## src/rtl/pic_pkg.sv

```systemverilog
package pic_pkg;
  typedef enum logic [1:0] {
    ST_RUN  = 2'd0,
    ST_BASE = 2'd1,
    ST_CASC = 2'd2,
    ST_MODE = 2'd3
  } setup_st_t;

  // top three bits of a command that retires the most urgent in-service level
  localparam logic [2:0] EOI_NS_CODE = 3'b001;
  // bit of the cascade word that marks a slave behind input 2
  localparam int CASC_SLAVE_BIT = 2;
endpackage

```

## src/rtl/pic_edge_req.sv

```systemverilog
module pic_edge_req #(
  parameter int N_IN = 8
) (
  input  logic            clk,
  input  logic            rst_n,
  input  logic [N_IN-1:0] irq_in,
  input  logic [N_IN-1:0] clr,
  output logic [N_IN-1:0] irr
);
  logic [N_IN-1:0] prev_q;
  logic [N_IN-1:0] rise;

  assign rise = irq_in & ~prev_q;

  always_ff @(posedge clk or negedge rst_n) begin
    if (!rst_n) begin
      prev_q <= '1;
      irr    <= '0;
    end else begin
      prev_q <= irq_in;
      irr    <= (irr | rise) & irq_in & ~clr;
    end
  end
endmodule

```

## src/rtl/pic_first_set.sv

```systemverilog
module pic_first_set #(
  parameter int N  = 8,
  localparam int LW = $clog2(N)
) (
  input  logic [N-1:0]  vec,
  output logic          found,
  output logic [LW-1:0] idx
);
  always_comb begin
    found = 1'b0;
    idx   = '0;
    for (int i = N - 1; i >= 0; i--) begin
      if (vec[i]) begin
        found = 1'b1;
        idx   = LW'(i);
      end
    end
  end
endmodule

```

## src/rtl/pic_ctrl.sv

```systemverilog
module pic_ctrl
  import pic_pkg::*;
#(
  parameter int N_IN = 8,
  parameter int DW   = 8
) (
  input  logic            clk,
  input  logic            rst_n,
  input  logic            bus_wr,
  input  logic            bus_rd,
  input  logic            bus_addr,
  input  logic [DW-1:0]   bus_wdata,
  output logic [DW-1:0]   bus_rdata,
  input  logic [N_IN-1:0] irq_in,
  output logic            int_out,
  output logic [DW-1:0]   vector_base,
  output logic            slave_on_in2
);
  localparam int LW   = $clog2(N_IN);
  localparam int PADW = DW - 1 - LW;

  setup_st_t       st_q;
  logic [N_IN-1:0] mask_q;
  logic [N_IN-1:0] isr_q;
  logic [N_IN-1:0] irr;
  logic            sel_isr_q;
  logic            poll_armed_q;
  logic [DW-1:0]   base_q;
  logic            casc2_q;

  logic cmd_wr, dat_wr, cmd_rd, in_run;
  logic setup_start, sel_cmd, eoi_ns;
  logic [N_IN-1:0] pend, ack_vec, eoi_vec, irr_clr;
  logic            pend_found, isr_found, report, poll_ack;
  logic [LW-1:0]   pend_idx, isr_idx;
  logic [DW-1:0]   poll_byte;

  assign cmd_wr = bus_wr & ~bus_addr;
  assign dat_wr = bus_wr & bus_addr;
  assign cmd_rd = bus_rd & ~bus_addr;
  assign in_run = (st_q == ST_RUN);

  assign setup_start = cmd_wr & bus_wdata[4];
  assign sel_cmd     = cmd_wr & in_run & ~bus_wdata[4] & bus_wdata[3];
  assign eoi_ns      = cmd_wr & in_run & ~bus_wdata[4] & ~bus_wdata[3]
                     & (bus_wdata[7:5] == EOI_NS_CODE);

  assign pend = irr & ~mask_q;

  pic_first_set #(.N(N_IN)) u_pend_pick (.vec(pend),  .found(pend_found), .idx(pend_idx));
  pic_first_set #(.N(N_IN)) u_isr_pick  (.vec(isr_q), .found(isr_found),  .idx(isr_idx));

  assign report   = pend_found & (~isr_found | (pend_idx < isr_idx));
  assign int_out  = report;
  assign poll_ack = cmd_rd & poll_armed_q & report;
  assign ack_vec  = poll_ack ? (N_IN'(1) << pend_idx) : '0;
  assign eoi_vec  = (eoi_ns & isr_found) ? (N_IN'(1) << isr_idx) : '0;
  assign irr_clr  = ack_vec | {N_IN{setup_start}};

  pic_edge_req #(.N_IN(N_IN)) u_req (
    .clk(clk), .rst_n(rst_n), .irq_in(irq_in), .clr(irr_clr), .irr(irr)
  );

  assign poll_byte = report ? {1'b1, {PADW{1'b0}}, pend_idx} : DW'(N_IN - 1);

  always_comb begin
    bus_rdata = '0;
    if (bus_rd) begin
      if (bus_addr)          bus_rdata = DW'(mask_q);
      else if (poll_armed_q) bus_rdata = poll_byte;
      else if (sel_isr_q)    bus_rdata = DW'(isr_q);
      else                   bus_rdata = DW'(irr);
    end
  end

  always_ff @(posedge clk or negedge rst_n) begin
    if (!rst_n) begin
      st_q         <= ST_RUN;
      mask_q       <= '1;
      sel_isr_q    <= 1'b0;
      poll_armed_q <= 1'b0;
      base_q       <= '0;
      casc2_q      <= 1'b0;
    end else if (setup_start) begin
      st_q         <= ST_BASE;
      sel_isr_q    <= 1'b0;
      poll_armed_q <= 1'b0;
    end else begin
      if (dat_wr) begin
        unique case (st_q)
          ST_BASE: begin base_q  <= bus_wdata;                 st_q <= ST_CASC; end
          ST_CASC: begin casc2_q <= bus_wdata[CASC_SLAVE_BIT]; st_q <= ST_MODE; end
          ST_MODE: st_q <= ST_RUN;
          default: mask_q <= bus_wdata[N_IN-1:0];
        endcase
      end
      if (sel_cmd) begin
        if (bus_wdata[2]) poll_armed_q <= 1'b1;
        if (bus_wdata[1]) sel_isr_q    <= bus_wdata[0];
      end
      if (cmd_rd) poll_armed_q <= 1'b0;
    end
  end

  always_ff @(posedge clk or negedge rst_n) begin
    if (!rst_n)           isr_q <= '0;
    else if (setup_start) isr_q <= '0;
    else                  isr_q <= (isr_q | ack_vec) & ~eoi_vec;
  end

  assign vector_base  = base_q;
  assign slave_on_in2 = casc2_q;
endmodule

```

## config.mk

```make
export PLATFORM = sky130hd
export DESIGN_NAME = pic_ctrl
export DESIGN_NICKNAME = d
export VERILOG_FILES = /design/src/rtl/pic_pkg.sv /design/src/rtl/pic_edge_req.sv /design/src/rtl/pic_first_set.sv /design/src/rtl/pic_ctrl.sv
export SDC_FILE = /design/constraint.sdc
export NUM_CORES = 1
export LEC_CHECK = 0
export ABC_CLOCK_PERIOD_IN_PS = 6450
export BUFFER_PORTS_ARGS = -buffer_cell sky130_fd_sc_hd__buf_2
export CORE_MARGIN = 2
export CORE_UTILIZATION = 40
export DETAILED_ROUTE_END_ITERATION = 12
export GPL_TIMING_DRIVEN = 1
export SLEW_MARGIN = 20
export SYNTH_ARGS = -nofsm -noshare
export SYNTH_HDL_FRONTEND = slang
export SYNTH_HIERARCHICAL = 1
export SYNTH_SLANG_ARGS = --single-unit
```

## constraint.sdc

```tcl
create_clock -name clk -period 6.45 [get_ports clk]
set_input_delay 1.29 -clock clk [delete_from_list [all_inputs] [get_ports clk]]
set_output_delay 1.29 -clock clk [all_outputs]
set_load 0.005 [all_outputs]
```

After elaboration in Yosys (flattened, before gate mapping)
Cells that the tools add are included.

Magnitude comparators: 1. Equality and inequality tests: 4. Shift-type cells: 2. Muxes and demuxes: 50. Bitwise logic cells: 32. Reduce and logical (&&, ||, !) cells: 14.

Operators by type and width (count): 8-bit two-way mux (8); 3-bit two-way mux (16); 8-bit bitwise AND (5); 8-bit NOT (4); 8-bit OR (3); 1-bit two-way mux (23); 1-bit by 3-bit left shift with 8-bit output, first input constant (2); 1-bit bitwise AND (13); 3-bit AND reduction (3); 1-bit NOT (6); 2-bit case mux with 3 select lines (1); 2-bit AND reduction (3); 2-bit nonzero test (3); 3-bit nonzero test (2); 2-bit equality test, second input constant (2); 2-bit two-way mux (2); 4-bit nonzero test (1); 3-bit by 1-bit equality test with 1-bit output, second input constant (1); 3-bit less-than comparator (1); 3-bit OR reduction (1); 2-bit by 1-bit equality test with 1-bit output, second input constant (1); 2-bit logical NOT (1); 1-bit OR (1).

Register bits after elaboration: 45. Input bits: 21. Word-level logic and storage cells: 112.

Longest topological paths before layout
Gate-level depths: netlist of the first run.

Word-level depth: 18. Depth in mapped cells: 10. Depth with buffers taken out: 10.

Cells and area by module
Netlist of the first run, hierarchy kept.

Modules (own cells, without submodules): pic_ctrl (times used 1, cells an instance 170, area each 1803.0 um^2, seq. area each 735.7 um^2); pic_edge_req (times used 1, cells an instance 32, area each 620.6 um^2, seq. area each 410.4 um^2); pic_first_set (times used 2, cells an instance 13, area each 80.1 um^2, seq. area each 0.0 um^2).

Worst setup path after synthesis of the first run
No wires, ideal clock.

Path kind: reg-to-output. From: reg mask_q[5]. To: out bus_rdata[1]. Arrival time: 2.332 ns. Data required time: 5.160 ns. Setup slack: 2.828 ns. Stages on the path, launching flop included: 11. Buffers on the path: 0. Cells stage by stage: dfstp_2 -> nor2b_1 -> nor2_1 -> o21ai_0 -> a211oi_1 -> ha_1 -> inv_1 -> o211ai_4 -> and2_4 -> inv_2 -> a311oi_2.

Cells in the longest elaborated chain, start to end: 15.

RTL lines: start, declared (line pic_ctrl.sv:23) `logic [N_IN-1:0] mask_q;`; start signal, assigned (line pic_ctrl.sv:94) `default: mask_q <= bus_wdata[N_IN-1:0];`; 8-bit NOT (line pic_ctrl.sv:48) `assign pend = irr & ~mask_q;`; 8-bit bitwise AND (line pic_ctrl.sv:48); named net pend[5] (line pic_ctrl.sv:33) `logic [N_IN-1:0] pend, ack_vec, eoi_vec, irr_clr;`; 3-bit two-way mux (6 in a row) (line pic_first_set.sv:13) `if (vec[i]) begin`; named net pend_idx[1] (line pic_ctrl.sv:35) `logic [LW-1:0] pend_idx, isr_idx;`; 3-bit less-than comparator (line pic_ctrl.sv:53) `assign report = pend_found & (~isr_found | (pend_idx < isr_idx));`; 1-bit OR (line pic_ctrl.sv:53); 1-bit bitwise AND (line pic_ctrl.sv:53); named net int_out (line pic_ctrl.sv:15) `output logic int_out,`; 8-bit two-way mux (line pic_ctrl.sv:64) `assign poll_byte = report ? {1'b1, {PADW{1'b0}}, pend_idx} : DW'(N_IN - 1);`; 8-bit two-way mux (line pic_ctrl.sv:70) `else if (poll_armed_q) bus_rdata = poll_byte;`; 8-bit two-way mux (line pic_ctrl.sv:69) `if (bus_addr) bus_rdata = DW'(mask_q);`; 8-bit two-way mux (line pic_ctrl.sv:68) `if (bus_rd) begin`; end, declared (line pic_ctrl.sv:13) `output logic [DW-1:0] bus_rdata,`.

The timed path passes the listed nets, and every way through them passes these cells.

Final worst setup path of the first run
From: reg mask_q[5]. To: out bus_rdata[2].

Cells in the longest elaborated chain, start to end: 15.

RTL lines (line): 8-bit NOT (pic_ctrl.sv:48); 8-bit bitwise AND (pic_ctrl.sv:48); named net pend[5] (pic_ctrl.sv:33); 3-bit two-way mux (6 in a row) (pic_first_set.sv:13); named net pend_idx[1] (pic_ctrl.sv:35); 3-bit less-than comparator (pic_ctrl.sv:53); 1-bit OR (pic_ctrl.sv:53); 1-bit bitwise AND (pic_ctrl.sv:53); 8-bit two-way mux (pic_ctrl.sv:64); 8-bit two-way mux (pic_ctrl.sv:70); 8-bit two-way mux (pic_ctrl.sv:69); 8-bit two-way mux (pic_ctrl.sv:68).

The timed path passes the listed nets, and every way through them passes these cells.

==> reports/results.ini, run 1 <==
[sta]
slew_headroom=0.357
timing.fmax_mhz=221
tns_ns=0
rsz0062_at_grt=false
fin_crit_sh=0.701
tightest_slew_ns=0.952
period_needed_ns=4.52
hold_viol=0
slew_viol_final=0
setup_viol=0
finClkSkew_ns=0.00614
hold_ws_ns=0.504

[power_and_ir_drop]
netSwitchingPower_mw=0.301
intPower_mw=0.639
clkPwrFrac=0.233
worst_ir_drop_vdd_mv=0.174
power_mw=0.939
netSwitchingFraction=0.320
p_comb_frac=0.319
p_per_area_mw_per_mm2=317
seq_power_share=0.448
p_leak_nw=1.30

[layout]
mostFrequentLayoutCells=37 x buf_2, 29 x dfrtp_1, 22 x mux2_2
fin_cells=346
final_common_cell=buf_2
syn_to_final_growth_pct=14.7
fin_util=0.469
fillers=603
drive_above_1_share=0.431
diodes=0
nets=296

[global_route]
grt_pass1_wl_mm=10.1
track_usage=0.181
grt_pass1_vias=1905
antenna_found_initial=0
grt_max_degree=46
overflow=0

[critical_path]
cp_data_required_time_ns=5.16
crit_chain=nor2b_1 > nor2_1 > o21ai_0 > a211oi_1 > ha_1 > inv_1 > o211ai_4 > and2_4 > inv_2 > a221oi_2 > buf_2
criticalPathCategory=reg2out
cp-end-kind=primary output
slowest_delay_ns=0.80
arrival_ns=3.23
path_max_fanout=10
worst-r2r-setup-slack_ns=3.51
slowest_stage=a211oi_1
startpoint_type=flip-flop

[floorplanning]
placementRows=29
io_pins=39
initial_utilization=0.409
fp.dieH_um=84.4
die_x_um=84.4
die_area_mm2=0.00712
core_mm2=0.00631

[synth]
synth-edff-count=0
ys_warn_count=6
synth_nets=256
ys_ff_latch=45
async_reset_ff_frac=1.00
yosysUniqueCellTypes=46
netlist_area_mm2=0.00258
syn_inst=228
ys_seq_area_frac=0.444
avgSynthCellArea_um2=11.3
ys.flop_type=dfrtp_1

[routing]
ant_nets=0
drc_errors=0
wl_per_cell_um=17.4
routed_wl_mm=6.01
drt_iter0_drc=89
drt-vias-per-instance=5.56
first_pass_iters=4
vias=1924

[placed_design]
gp_congestion=0.851
io_buffers=38
placed_cells=338
hpwl_mm=4.63

[hold_path]
hold_class=reg2reg

[clock_network]
cts_root_buf=clkbuf_8
cts_tree=yes
clock_tree.buffer_depth=2
post_cts_buffers=0
cts.repair.resized=0
clk-insertion-delay-late_ns=0.30
path_clk_slew_ns=0.08
clock_sinks=45
cts_buffers=5
holdBufCountCts=0
h-tree-depth=2

[job]
drv_cap=0

[status]
status=completed

worst max-delay path, delay by kind of cell (launching register included):
kind | cells | cell delay, ns
compound gates | 4 | 1.47
flops | 1 | 0.55
simple gates | 3 | 0.39
buf+inv | 3 | 0.28
fa+ha+maj | 1 | 0.26
Yosys cell counts (2+ instances only):
cell type / instances / area share
o21bai_1: 2 / 0.0058
a21oi_1: 7 / 0.014
a22oi_1: 4 / 0.012
or2_1: 4 / 0.0097
nand4_1: 4 / 0.0097
buf_2: 3 / 0.0058
o41ai_1: 2 / 0.0068
o221a_2: 6 / 0.026
nor3b_2: 8 / 0.039
nor4_1: 2 / 0.0048
dfstp_2: 16 / 0.16
nor2b_4: 8 / 0.043
nand3_1: 9 / 0.017
inv_1: 11 / 0.016
o21ai_0: 11 / 0.021
nor2_1: 14 / 0.020
nor2b_1: 14 / 0.034
mux2_2: 22 / 0.096
a221oi_2: 2 / 0.012
a211oi_1: 6 / 0.017
ha_1: 7 / 0.034
nor4_2: 2 / 0.0097
mux2i_1: 4 / 0.015
o221a_1: 2 / 0.0087
dfrtp_1: 29 / 0.28
nand2_1: 9 / 0.013
worst paths after layout:
path | to | cells past startpoint | startpoint
setup / recovery | bus_rdata[2] | 11 | mask_q[5]
hold / removal | vector_base[1] | 1 | vector_base[1]
setup reg to reg | u_req/irr[1] | 10 | mask_q[5]
hold reg to reg | vector_base[1] | 1 | vector_base[1]
max in group asynchronous | mask_q[2] | 1 | rst_n
min in group asynchronous | isr_q[2] | 1 | rst_n
power groups by stage:
stage / Sequential (mW) / Clock, mW / Combinational [mW]
after global placement: 0.424 / 0 / 0.294
final: 0.421 / 0.219 / 0.300
after CTS: 0.421 / 0.228 / 0.302
after global routing: 0.429 / 0.239 / 0.338
after detailed placement: 0.426 / 0 / 0.301
after floorplan: 0.413 / 0 / 0.207
cells by family after synthesis:
| group | after synthesis | share of synthesized area |
|---|---|---|
| buf+inv | 17 | 0.0276 |
| compound gates | 48 | 0.149 |
| fa+ha+maj | 7 | 0.0339 |
| mux | 26 | 0.111 |
| flops | 45 | 0.444 |
| simple gates | 85 | 0.234 |
state kept, by name, indices dropped and copies added (netlist names), 2 cells and up:
| signal | cells |
|---|---|
| st_q | 2 |
| u_req/irr | 8 |
| vector_base | 8 |
| u_req/prev_q | 8 |
| isr_q | 8 |
| mask_q | 8 |
area by class of cell:
class                      instances  area [µm²]  share of cell area
clock buffer                       7        86.3              0.0291
clock inverter                     1        30.0              0.0101
inverter                          12        45.0              0.0152
multi-input combinational        166        1370               0.461
sequential                        45        1150               0.387
tap                               77        96.3              0.0325
timing repair buffer              38         193              0.0650
per-stage QoR:
| step | area (µm²) | setup slack (ns) |
|---|---|---|
| floorplan | 2580 | 2.83 |
| global placement | 2840 | 2.43 |
| finish | 2960 | 1.93 |
| global route | 2960 | 1.74 |
| detailed placement | 2840 | 2.29 |
| CTS | 2960 | 1.93 |
metal layers:
metal  up-vias  share of wire  wire, µm  track usage
met5         -              0         0            0
met4         0         0.0085        51       0.0433
met3         5          0.051       305       0.0364
met2        50           0.46      2790        0.273
met1       957           0.48      2860        0.270
li1        912              -         -            -
No activity file was read; power rests on OpenSTA's default activity.
==> inputs of run 2 (changes only) <==
--- a/config.mk
+++ b/config.mk
@@ -5,7 +5,8 @@
 export SDC_FILE = /design/constraint.sdc
 export NUM_CORES = 1
 export LEC_CHECK = 0
-export ABC_CLOCK_PERIOD_IN_PS = 6450
+export ABC_AREA = 1
+export ABC_CLOCK_PERIOD_IN_PS = 4650
 export BUFFER_PORTS_ARGS = -buffer_cell sky130_fd_sc_hd__buf_2
 export CORE_MARGIN = 2
 export CORE_UTILIZATION = 40
==> constraint.sdc (replaced) <==
create_clock -name clk -period 4.65 [get_ports clk]
set_input_delay 0.93 -clock clk [delete_from_list [all_inputs] [get_ports clk]]
set_output_delay 0.93 -clock clk [all_outputs]
set_load 0.005 [all_outputs]
==> reports/results.ini, run 2 <==
[routing]
routed_wl_mm=6.28
wl_per_cell_um=13.4
drc_errors=0
drt-vias-per-instance=4.88
vias=2290
first_pass_iters=5
ant_nets=0
drt_iter0_drc=121

[clock_network]
cts_buffers=5
clock_sinks=45
cts_root_buf=clkbuf_8
post_cts_buffers=0
clock_tree.buffer_depth=2
holdBufCountCts=0
path_clk_slew_ns=0.08
cts.repair.resized=0
h-tree-depth=2
cts_tree=yes
clk-insertion-delay-late_ns=0.30

[synth]
syn_inst=353
yosys.area.top_type=dfrtp_1
ys_top_cells_by_count=75 x nand2_1, 61 x inv_1, 30 x nor2_1
yosysMostFrequentCell=nand2_1
ys_warn_count=6
ys_seq_area_frac=0.425
synth_area_leaders=dfrtp_1 27%, dfstp_2 16%, nand2_1 10%
synth-edff-count=0
async_reset_ff_frac=1.00
synth_nets=381
yosysUniqueCellTypes=32
ys.flop_type=dfrtp_1
synth_top_area_frac=0.269
netlist_area_mm2=0.00270
avgSynthCellArea_um2=7.63
ys_ff_latch=45

[critical_path]
slowest_delay_ns=0.55
arrival_ns=2.59
path_max_fanout=9
crit_chain=nor2_1 > inv_1 > nand4_1 > nor2_1 > ha_1 > a21oi_1 > nand2_2 > nand2_4 > nand3_4 > o21bai_1 > inv_1 > buf_2
cp_data_required_time_ns=3.72
criticalPathCategory=reg2out
slowest_stage=dfstp_2
cp-end-kind=primary output
startpoint_type=flip-flop

[floorplanning]
fp.dieH_um=86.1
placementRows=29
io_pins=39
die_x_um=86.1
die_area_mm2=0.00741
core_mm2=0.00642
initial_utilization=0.420

[global_route]
grt_max_degree=46
grt_pass1_vias=2260
grt_pass1_wl_mm=10.8
overflow=0
antenna_found_initial=0
track_usage=0.185

[power_and_ir_drop]
worst_ir_drop_vdd_mv=0.268
intPower_mw=0.803
p_leak_nw=1.55
p_per_area_mw_per_mm2=425
netSwitchingPower_mw=0.475
netSwitchingFraction=0.372
p_comb_frac=0.353
clkPwrFrac=0.197
seq_power_share=0.450

[layout]
multi_input_area_mm2=0.00119
drive_above_1_share=0.222
nets=419
diodes=0
fin_cells=469
syn_to_final_growth_pct=11.5
seqCellArea_mm2=0.00115
fillers=666
mostFrequentLayoutCells=75 x nand2_1, 61 x inv_1, 37 x buf_2
final_common_cell=nand2_1

[sta]
slew_viol_final=0
period_needed_ns=3.52
setup_viol=0
fin_crit_sh=0.757
rsz0062_at_grt=false
timing.fmax_mhz=284
tightest_slew_ns=0.575
hold_viol=0
slew_headroom=0.617
tns_ns=0
finClkSkew_ns=0.00868

[placed_design]
gp_congestion=0.899
io_buffers=38
hpwl_mm=4.85
placed_cells=461

[job]
drv_cap=0

[hold_path]
hold_class=reg2reg

[status]
status=completed

==> run 2: final cells by class <==
cell class	count	area share
inverters	74	0.0958
repair buffers	38	0.0641
clock buffers	8	0.0300
multi-input cells	227	0.397
flip-flops and latches	45	0.381
well taps	77	0.0321
==> run 2: cell families after synthesis <==
logic type | count (synthesis) | synth area share
adders and majority gates | 7 | 0.0325
buffers and inverters | 81 | 0.132
and+or+nand+nor | 151 | 0.265
DFF | 45 | 0.425
AOI/OAI and AO/OA | 69 | 0.145
==> run 2: critical path, delay by kind of cell, from the launching register on <==
family / cells / cell delay [ns]
DFF: 1 / 0.55
adders and majority gates: 1 / 0.31
AOI/OAI and AO/OA: 2 / 0.35
buffers and inverters: 3 / 0.26
and+or+nand+nor: 6 / 0.82
==> run 2: layer usage <==
layer	share of wire	track usage	up-vias
li1	-	-	1184
met4	0.022	0.0707	0
met1	0.49	0.262	1036
met3	0.038	0.0298	11
met2	0.45	0.284	59
met5	0	0	-
==> run 2: worst paths after layout <==
path,cells after the start,slack (ns),startpoint,endpoint
worst max register to register,13,2.21,mask_q[2],u_req/irr[6]
min in group asynchronous,1,0.62,rst_n,vector_base[0]
worst min register to register,2,0.48,vector_base[7],vector_base[7]
worst max-delay path,12,1.13,mask_q[2],bus_rdata[2]
max in group asynchronous,1,3.64,rst_n,u_req/prev_q[0]
worst min-delay path,2,0.48,vector_base[7],vector_base[7]
==> run 2: through the flow <==
stage	power [mW]	utilization	hold slack, ns	instance area (µm²)	setup slack (ns)
2_1_floorplan	0.897	-	0.457	2700	1.78
3_3_place_gp	1.02	0.454	0.461	2910	1.52
3_5_place_dp	1.03	0.454	0.467	2910	1.46
5_1_grt	1.39	0.468	0.503	3010	0.829
6_report	1.28	0.468	0.482	3010	1.13
4_1_cts	1.28	0.468	0.488	3000	1.14
==> run 2: power by group through the flow <==
stage / Combinational, mW / Sequential, mW / Clock (mW)
3_5_place_dp: 0.449 / 0.583 / 0
6_report: 0.451 / 0.575 / 0.252
5_1_grt: 0.520 / 0.591 / 0.274
2_1_floorplan: 0.332 / 0.565 / 0
3_3_place_gp: 0.446 / 0.577 / 0
4_1_cts: 0.452 / 0.576 / 0.257
